<file path="src/rtl/twin_tmr_pkg.sv">
package twin_tmr_pkg;
  localparam int NCH   = 2;
  localparam int DIV_W = 3;

  localparam int OFF_CTRL = 'h00;
  localparam int OFF_STAT = 'h04;

  typedef struct packed {
    logic             en;
    logic             rl;
    logic             src;
    logic [DIV_W-1:0] div;
  } chan_cfg_t;

  function automatic int en_bit(int ch);   return 2 * ch;      endfunction
  function automatic int rl_bit(int ch);   return 2 * ch + 1;  endfunction
  function automatic int src_bit(int ch);  return 11 + ch;     endfunction
  function automatic int div_lsb(int ch);  return 19 + 3 * ch; endfunction
  function automatic int evt_bit(int ch);  return 8 * ch;      endfunction
  function automatic int rld_off(int ch);  return 'h10 + 8 * ch; endfunction
  function automatic int val_off(int ch);  return 'h14 + 8 * ch; endfunction
endpackage

</file>
<file path="src/rtl/twin_tmr_prescale.sv">
module twin_tmr_prescale #(
  parameter int PW = 3
) (
  input  logic          clk_i,
  input  logic          rst_ni,
  input  logic          run_i,
  input  logic [PW-1:0] div_i,
  output logic          tick_o
);
  localparam int MAXW = (1 << PW) - 1;

  logic [MAXW-1:0] pcnt_q;
  logic [MAXW-1:0] mask;

  assign mask   = (MAXW'(1) << div_i) - MAXW'(1);
  assign tick_o = run_i && ((pcnt_q & mask) == mask);

  // restart phase whenever the timer is stopped
  always_ff @(posedge clk_i or negedge rst_ni) begin
    if (!rst_ni)     pcnt_q <= '0;
    else if (!run_i) pcnt_q <= '0;
    else             pcnt_q <= pcnt_q + MAXW'(1);
  end
endmodule

</file>
<file path="src/rtl/twin_tmr_counter.sv">
module twin_tmr_counter #(
  parameter int CW = 32
) (
  input  logic          clk_i,
  input  logic          rst_ni,
  input  logic          load_i,
  input  logic [CW-1:0] load_val_i,
  input  logic          tick_i,
  input  logic          reload_en_i,
  input  logic [CW-1:0] reload_val_i,
  output logic [CW-1:0] cnt_o,
  output logic          expire_o
);
  logic [CW-1:0] cnt_q;

  assign cnt_o    = cnt_q;
  assign expire_o = tick_i && !load_i && (cnt_q == CW'(1));

  always_ff @(posedge clk_i or negedge rst_ni) begin
    if (!rst_ni) begin
      cnt_q <= '0;
    end else if (load_i) begin
      cnt_q <= load_val_i;
    end else if (tick_i) begin
      if (cnt_q == '0) begin
        if (reload_en_i) cnt_q <= reload_val_i;
      end else begin
        cnt_q <= cnt_q - CW'(1);
      end
    end
  end
endmodule

</file>
<file path="src/rtl/twin_timer.sv">
module twin_timer #(
  parameter int AW = 6,
  parameter int DW = 32,
  parameter int CW = 32
) (
  input  logic          clk_i,
  input  logic          rst_ni,
  input  logic          sel_i,
  input  logic          wr_i,
  input  logic [AW-1:0] addr_i,
  input  logic [DW-1:0] wdata_i,
  output logic [DW-1:0] rdata_o,
  input  logic          tick_i,
  output logic          irq_o
);
  import twin_tmr_pkg::*;

  localparam int PW = DIV_W;

  chan_cfg_t     cfg_q  [NCH];
  logic [CW-1:0] rld_q  [NCH];
  logic [CW-1:0] cnt    [NCH];
  logic          evt_q  [NCH];
  logic          expire [NCH];

  logic          bus_we, ctrl_we, stat_we;
  logic [DW-1:0] ctrl_rd, stat_rd;

  assign bus_we  = sel_i && wr_i;
  assign ctrl_we = bus_we && (addr_i == AW'(OFF_CTRL));
  assign stat_we = bus_we && (addr_i == AW'(OFF_STAT));

  for (genvar ch = 0; ch < NCH; ch++) begin : g_ch
    localparam int EB = en_bit(ch);
    localparam int RB = rl_bit(ch);
    localparam int SB = src_bit(ch);
    localparam int DB = div_lsb(ch);
    localparam int VB = evt_bit(ch);

    logic rld_we, val_we, ptick, tick_sel;

    assign rld_we = bus_we && (addr_i == AW'(rld_off(ch)));
    assign val_we = bus_we && (addr_i == AW'(val_off(ch)));

    always_ff @(posedge clk_i or negedge rst_ni) begin
      if (!rst_ni) begin
        cfg_q[ch] <= '0;
      end else if (ctrl_we) begin
        cfg_q[ch].en  <= wdata_i[EB];
        cfg_q[ch].rl  <= wdata_i[RB];
        cfg_q[ch].src <= wdata_i[SB];
        cfg_q[ch].div <= wdata_i[DB +: PW];
      end
    end

    always_ff @(posedge clk_i or negedge rst_ni) begin
      if (!rst_ni)     rld_q[ch] <= '0;
      else if (rld_we) rld_q[ch] <= wdata_i[CW-1:0];
    end

    twin_tmr_prescale #(.PW(PW)) u_pre (
      .clk_i  (clk_i),
      .rst_ni (rst_ni),
      .run_i  (cfg_q[ch].en),
      .div_i  (cfg_q[ch].div),
      .tick_o (ptick)
    );

    assign tick_sel = cfg_q[ch].en && (cfg_q[ch].src ? tick_i : ptick);

    twin_tmr_counter #(.CW(CW)) u_cnt (
      .clk_i        (clk_i),
      .rst_ni       (rst_ni),
      .load_i       (val_we),
      .load_val_i   (wdata_i[CW-1:0]),
      .tick_i       (tick_sel),
      .reload_en_i  (cfg_q[ch].rl),
      .reload_val_i (rld_q[ch]),
      .cnt_o        (cnt[ch]),
      .expire_o     (expire[ch])
    );

    // set beats clear
    always_ff @(posedge clk_i or negedge rst_ni) begin
      if (!rst_ni)                       evt_q[ch] <= 1'b0;
      else if (expire[ch])               evt_q[ch] <= 1'b1;
      else if (stat_we && !wdata_i[VB])  evt_q[ch] <= 1'b0;
    end
  end

  always_comb begin
    ctrl_rd = '0;
    stat_rd = '0;
    irq_o   = 1'b0;
    for (int ch = 0; ch < NCH; ch++) begin
      ctrl_rd[en_bit(ch)]        = cfg_q[ch].en;
      ctrl_rd[rl_bit(ch)]        = cfg_q[ch].rl;
      ctrl_rd[src_bit(ch)]       = cfg_q[ch].src;
      ctrl_rd[div_lsb(ch) +: PW] = cfg_q[ch].div;
      stat_rd[evt_bit(ch)]       = evt_q[ch];
      irq_o                      = irq_o | evt_q[ch];
    end
  end

  always_comb begin
    rdata_o = '0;
    if (sel_i) begin
      if (addr_i == AW'(OFF_CTRL)) rdata_o = ctrl_rd;
      if (addr_i == AW'(OFF_STAT)) rdata_o = stat_rd;
      for (int ch = 0; ch < NCH; ch++) begin
        if (addr_i == AW'(rld_off(ch))) rdata_o = DW'(rld_q[ch]);
        if (addr_i == AW'(val_off(ch))) rdata_o = DW'(cnt[ch]);
      end
    end
  end
endmodule

</file>
<file path="config.mk">
export PLATFORM = sky130hd
export DESIGN_NAME = twin_timer
export DESIGN_NICKNAME = d
export VERILOG_FILES = /design/src/rtl/twin_tmr_pkg.sv /design/src/rtl/twin_tmr_prescale.sv /design/src/rtl/twin_tmr_counter.sv /design/src/rtl/twin_timer.sv
export SDC_FILE = /design/constraint.sdc
export NUM_CORES = 1
export LEC_CHECK = 0
export CAP_MARGIN = 15
export CORE_ASPECT_RATIO = 0.5
export CORE_MARGIN = 2
export CORE_UTILIZATION = 41
export DETAILED_ROUTE_END_ITERATION = 6
export GPL_TIMING_DRIVEN = 0
export PLACE_DENSITY = 0.65
export SETUP_SLACK_MARGIN = 0.1
export SYNTH_ARGS = -nofsm -noshare
export SYNTH_HDL_FRONTEND = slang
export SYNTH_HIERARCHICAL = 1
export SYNTH_SLANG_ARGS = --single-unit
</file>
<file path="constraint.sdc">
create_clock -name clk_i -period 3.15 [get_ports clk_i]
set_clock_uncertainty 0.05 [all_clocks]
set_input_delay 0.945 -clock clk_i [delete_from_list [all_inputs] [get_ports clk_i]]
set_output_delay 0.945 -clock clk_i [all_outputs]
set_load 0.01 [all_outputs]
</file>
# == Word level (Yosys, flattened, before mapping) ==
# Index checks and enable logic that the tools add are counted.
# op_classes
shifts,2
reduce_logical,30
muxes,23
bitwise,3
eq_ne,11
addsub,6
# ops
cell,count
$mux 32,14
$eq 32x1->1 const B,2
$logic_not 32->1,2
$sub 32x1->32 const B,2
$mux 25,1
$eq 6x5->1 const B,4
$logic_and 1x1->1,17
$add 7x1->7 const B,2
$and 7x7->7,2
$eq 7x7->1,2
$mux 7,2
$shl 1x3->7 const A,2
$sub 7x2->7 const B,2
$reduce_bool 2->1,4
$eq 6x3->1 const B,1
$logic_not 6->1,1
$mux 1,6
$ne 3x2->1 const B,2
$logic_not 1->1,4
$reduce_and 2->1,2
$or 1x1->1,1
# word_totals
inputBits,43
output_inout_bits,33
ff_bits,156
elab_cells,91

# == Longest topological paths before layout ==
# logic_depth
word_depth,10
mapped_depth,13
depth_no_buf,12

# == Cells and area by module ==
# Netlist, hierarchy kept.
# modules_own_cells
module,area_per_inst_um2,cells_per_inst,seq_area_each_um2,instances
twin_timer,4295.4,346,1951.9,1
twin_tmr_counter at g_ch[0].u_cnt,2590.0,316,800.8,1
twin_tmr_counter at g_ch[1].u_cnt,2447.3,311,800.8,1
twin_tmr_prescale,360.3,37,175.2,2

# == Least setup slack after synthesis ==
# No wires, ideal clock.
# synth_timing
path_type,input to output
from,in addr_i[3]
to,out rdata_o[15]
path_buffers,3
t_arrival_ns,2.358
path_stages,7
path_slack_ns,-0.203
t_required_ns,2.155
path_cell_list,buf_2 or3_4 nor4b_4 buf_4 buf_2 a222oi_1 nor2b_1
# synth_between
elab_chain_len,7
elab_cells_between_ends,11
cone_classes,eq/ne (5); mux (6)
# synth_rtl
element,line,source
start: declaration,twin_timer.sv:10,"input logic [AW-1:0] addr_i,"
$eq 6x3->1,twin_timer.sv:109,if (addr_i == AW'(OFF_STAT)) rdata_o = stat_rd;
$mux 32,twin_timer.sv:109,
$mux 32,twin_timer.sv:111,if (addr_i == AW'(rld_off(ch))) rdata_o = DW'(rld_q[ch]);
$mux 32,twin_timer.sv:112,if (addr_i == AW'(val_off(ch))) rdata_o = DW'(cnt[ch]);
$mux 32,twin_timer.sv:111,
$mux 32 *,twin_timer.sv:112,
$mux 32 *,twin_timer.sv:107,if (sel_i) begin
end: declaration,twin_timer.sv:12,"output logic [DW-1:0] rdata_o,"
# Mark *: on every way between the ends. The rest lies on a longest branch, timed or not.

# == Final worst setup path ==
# layout_timing
from,in addr_i[0]
to,out rdata_o[16]
# The elaborated chain is that of the path after synthesis.

==> metrics.log <==
[metrics] maximum number of pins on one net before global-route repair: a little over 80
[metrics] insertion delay of the later-clocked pin in the worst-skew pair: between 0.4 and 0.5 ns
[metrics] maximum resistive drop on vdd: just over 400 uV
[metrics] post-synthesis cell area: ~0.010 sq mm
[metrics] arrival time worst endpoint: between 2 and 3 ns
[metrics] count of fill cells added during filler insertion: 2219
[metrics] total overflow reported by the global router: 0
[metrics] count of hold buffers inserted by post-cts repair: 0
[metrics] Worst-Margin Slew: between 0.8 and 0.9 ns
[metrics] Area contributors post-synth: dfrtp_1 (39%), mux2_2 (7.3%), o21ai_0 (4.9%), mux2_4 (4.5%), nand2_1 (2.9%)
[metrics] detail-routed net length per standard cell: about 29 um
[metrics] wire length of the first global-routing pass: between 60 and 70 mm
[metrics] Pint: just over 4 mW
[metrics] final worst path period need: approximately 3.6 ns
[metrics] area of all sequential standard cells: ~0.004 sq mm
[metrics] number of enable-type register cells in the synthesized netlist: 0
[metrics] commonest cells after routing, fill and taps aside: dfrtp_1 (154), o21ai_0 (80), nand2_1 (74)
[metrics] TritonCTS clock tree: done
[metrics] Worst Reg-to-Reg Cells: 9
[metrics] area of the die: approximately 0.026 sq mm
[metrics] total of flip-flops plus latches after synthesis: ~160
[metrics] pwr/cell area: ~510 mW/mm^2
[metrics] final number of max-transition violations: 0
[metrics] clock buffer count from CTS: 17
[metrics] area leader, netlist: dfrtp_1
[metrics] hold slack final: between 0.3 and 0.4 ns
[metrics] clock buffer depth: 2
[metrics] Synth Warn #: 6
[metrics] num rows: 40
[metrics] Synth-to-Final Area Change: 24.3%
[metrics] Antenna Violating Nets Remaining: 0
[metrics] Reg clk slew, reported paths: 0.06 ns
[metrics] top-area cell type share of the netlist area: 0.388
[metrics] number of nets at the end of the flow: between 1000 and 1500
[metrics] initial core utilization: 0.418
[metrics] PnR worst setup slack: -0.457 ns
[metrics] share of final-layout standard cells stronger than drive strength 1: 0.287
[metrics] Mapped Avg Cell Area: between 9 and 10 sq um
[metrics] HPWL reported at the end of detailed placement: 32.1 mm
[metrics] initial antenna violation count: 2
[metrics] vias after detailed routing: a little under 10000
[metrics] fraction of power spent switching nets: 0.365
[metrics] power dissipated by switching net loads: approximately 2.3 mW
[metrics] # IOs: 76
[metrics] outcome: finished, violations left
[metrics] Die H: around 110 um
[metrics] number of port buffers: between 70 and 80
[metrics] number of global-route vias before repair: 9290
[metrics] final weighted congestion of routability-driven global placement: 0.966
[metrics] clock sinks: approximately 160
[metrics] part of the total power dissipated in combinational logic: 0.273
[metrics] die width: ~230 um
[metrics] share of synthesized registers carrying an async set or reset: 1.00
[metrics] minimum setup slack after placement: -1.67 ns
[metrics] Max-slew headroom: 0.437
[metrics] data required time of the worst path: 2.15 ns
[metrics] starting DRC count in detailed routing: roughly 1300
[metrics] violations in the final reports: design-rule violations, negative setup slack
[metrics] CTS H-Tree Depth: 4
[metrics] Mapped Cells: around 1000
[metrics] crit path launch type: primary input
[metrics] total length of routed wires: between 40 and 50 mm
[metrics] nets in the synthesized netlist: 1096
[metrics] core area: 0.0240 sq mm
[metrics] most common cell after layout, fill and taps aside: dfrtp_1
[metrics] root cell of the clock tree: clkbuf_16
[metrics] leading register cell type out of synthesis: dfrtp_1
[metrics] number of optimization iterations in the first detailed-route pass: 7
[metrics] # diodes: 0
[metrics] RSZ-0062 raised after global routing: yes
[metrics] number of design rule violations left after detail routing: 7
[metrics] number of distinct library cell variants in the gate-level netlist after synthesis: 91
[metrics] fraction of power consumed by the clock network: 0.315
[metrics] post-layout instance count excluding filler cells: 1500
[metrics] fmax: between 200 and 300 MHz
[metrics] type of the setup path with the least slack: in2out
[metrics] multi-input gate area in the final layout: roughly 0.0061 sq mm
[metrics] kind of path behind the tightest hold check: in2async
[metrics] sort of element at the end of the critical path: primary output
[metrics] sequential-to-total area share from yosys stat: 0.388
[metrics] count of max-cap constraint violations: 0
[metrics] cell count after placement: around 1400
[metrics] vias per cell: 6.61
[metrics] crit path max fanout: 8
[metrics] # setup viols final: 32
[metrics] Reg power frac: 0.412
[metrics] crit share post-route: 1.15
[metrics] overall power of the completed layout: approximately 6.4 mW
[metrics] aggregate global-route resource usage: 0.347
[metrics] leakage: roughly 5.3 nW
[metrics] number of hold violations in the final report: 0
-- power by group through the flow --
stage                     Clock, mW  Combinational [mW]  Sequential [mW]
after floorplan                   0                1.04             2.50
after global placement            0                1.51             2.63
after detailed placement          0                1.53             2.63
after CTS                      2.03                1.60             2.60
after global routing           2.12                1.86             2.66
final                          2.01                1.74             2.63
-- what timing repair did --
action / 4_1_cts / 5_1_grt
resized for setup: 229 / 60
gates cloned: 3 / 0
buffers inserted: 21 / 11
endpoints found under the setup margin: 98 / 83
pin swaps: 19 / 17
-- final timing paths --
| kind | start | to | slack (ns) |
|---|---|---|---|
| setup reg to reg | g_ch[1].u_cnt/cnt_o[17] | g_ch[1].u_cnt/cnt_o[30] | 0.11 |
| min in group clk_i | g_ch[0].u_pre/pcnt_q[0] | g_ch[0].u_pre/pcnt_q[0] | 0.45 |
| hold reg to reg | g_ch[0].u_pre/pcnt_q[0] | g_ch[0].u_pre/pcnt_q[0] | 0.45 |
| hold / removal | rst_ni | rld_q[46] | 0.40 |
| setup / recovery | addr_i[0] | rdata_o[16] | -0.46 |
| max in group asynchronous | rst_ni | g_ch[1].u_cnt/cnt_o[16] | 1.79 |
-- worst max-delay path, stage by stage --
cell and delay [ns]:
buf_8 0.10, or3_4 0.41, and4bb_4 0.42, buf_12 0.15, a222oi_1 0.15, nor2b_1 0.24, buf_2 0.18
-- metal layers --
layer / share of wire / vias to the layer above / GRT usage / wire length, um
li1: - / 4257 / - / -
met4: 0.028 / 2 / 0.114 / 1210
met5: 0.00037 / - / 0 / 16
met2: 0.42 / 590 / 0.504 / 18300
met3: 0.12 / 78 / 0.109 / 5090
met1: 0.44 / 4983 / 0.491 / 19200
-- synthesized netlist by cell type, types with 24 or more instances --
cell        n
o21ai_0    99
nor2b_1    25
mux2_2     65
nor4_1     24
nor2_1     66
mux2_4     30
a21oi_1    50
dfrtp_1   156
clkbuf_1   36
nand2_1    78
nand3_1    28
nor3_1     29
-- layout make-up --
class / count / area share
clock buffer: 21 / 0.0360
multi-input combinational: 804 / 0.486
inverter: 17 / 0.00531
tap: 315 / 0.0315
buffer: 70 / 0.0449
sequential: 156 / 0.313
timing repair buffer: 106 / 0.0758
clock inverter: 11 / 0.00761
-- stage by stage --
stage,cell area [sq um],utilization,TNS [ns]
global placement,11300,0.470,-977.65
floorplan,10200,-,-1.28
global route,12500,0.520,-12.44
detailed placement,11300,0.472,-119.14
CTS,12200,0.509,-11.42
finish,12500,0.520,-11.16
-- registers in the layout (all words and copies together), names as in the netlist --
| signal | flops |
|---|---|
| cfg_q | 12 |
| evt_q | 2 |
| g_ch.u_cnt/cnt_o | 64 |
| g_ch.u_pre/pcnt_q | 14 |
| rld_q | 64 |
-- cells by family (layout without fill, tap and decap cells) --
logic type,count (synthesis),after routing,share of synthesized area
flip-flops,156,156,0.388
buffers and inverters,87,225,0.0414
AO/OA/AOI/OAI,304,304,0.204
XOR/XNOR,20,20,0.0174
multiplexers,116,116,0.139
AND/OR/NAND/NOR,358,358,0.203
adder cells (fa/ha/maj),6,6,0.00747
No activity file was read; power rests on OpenSTA's default activity.
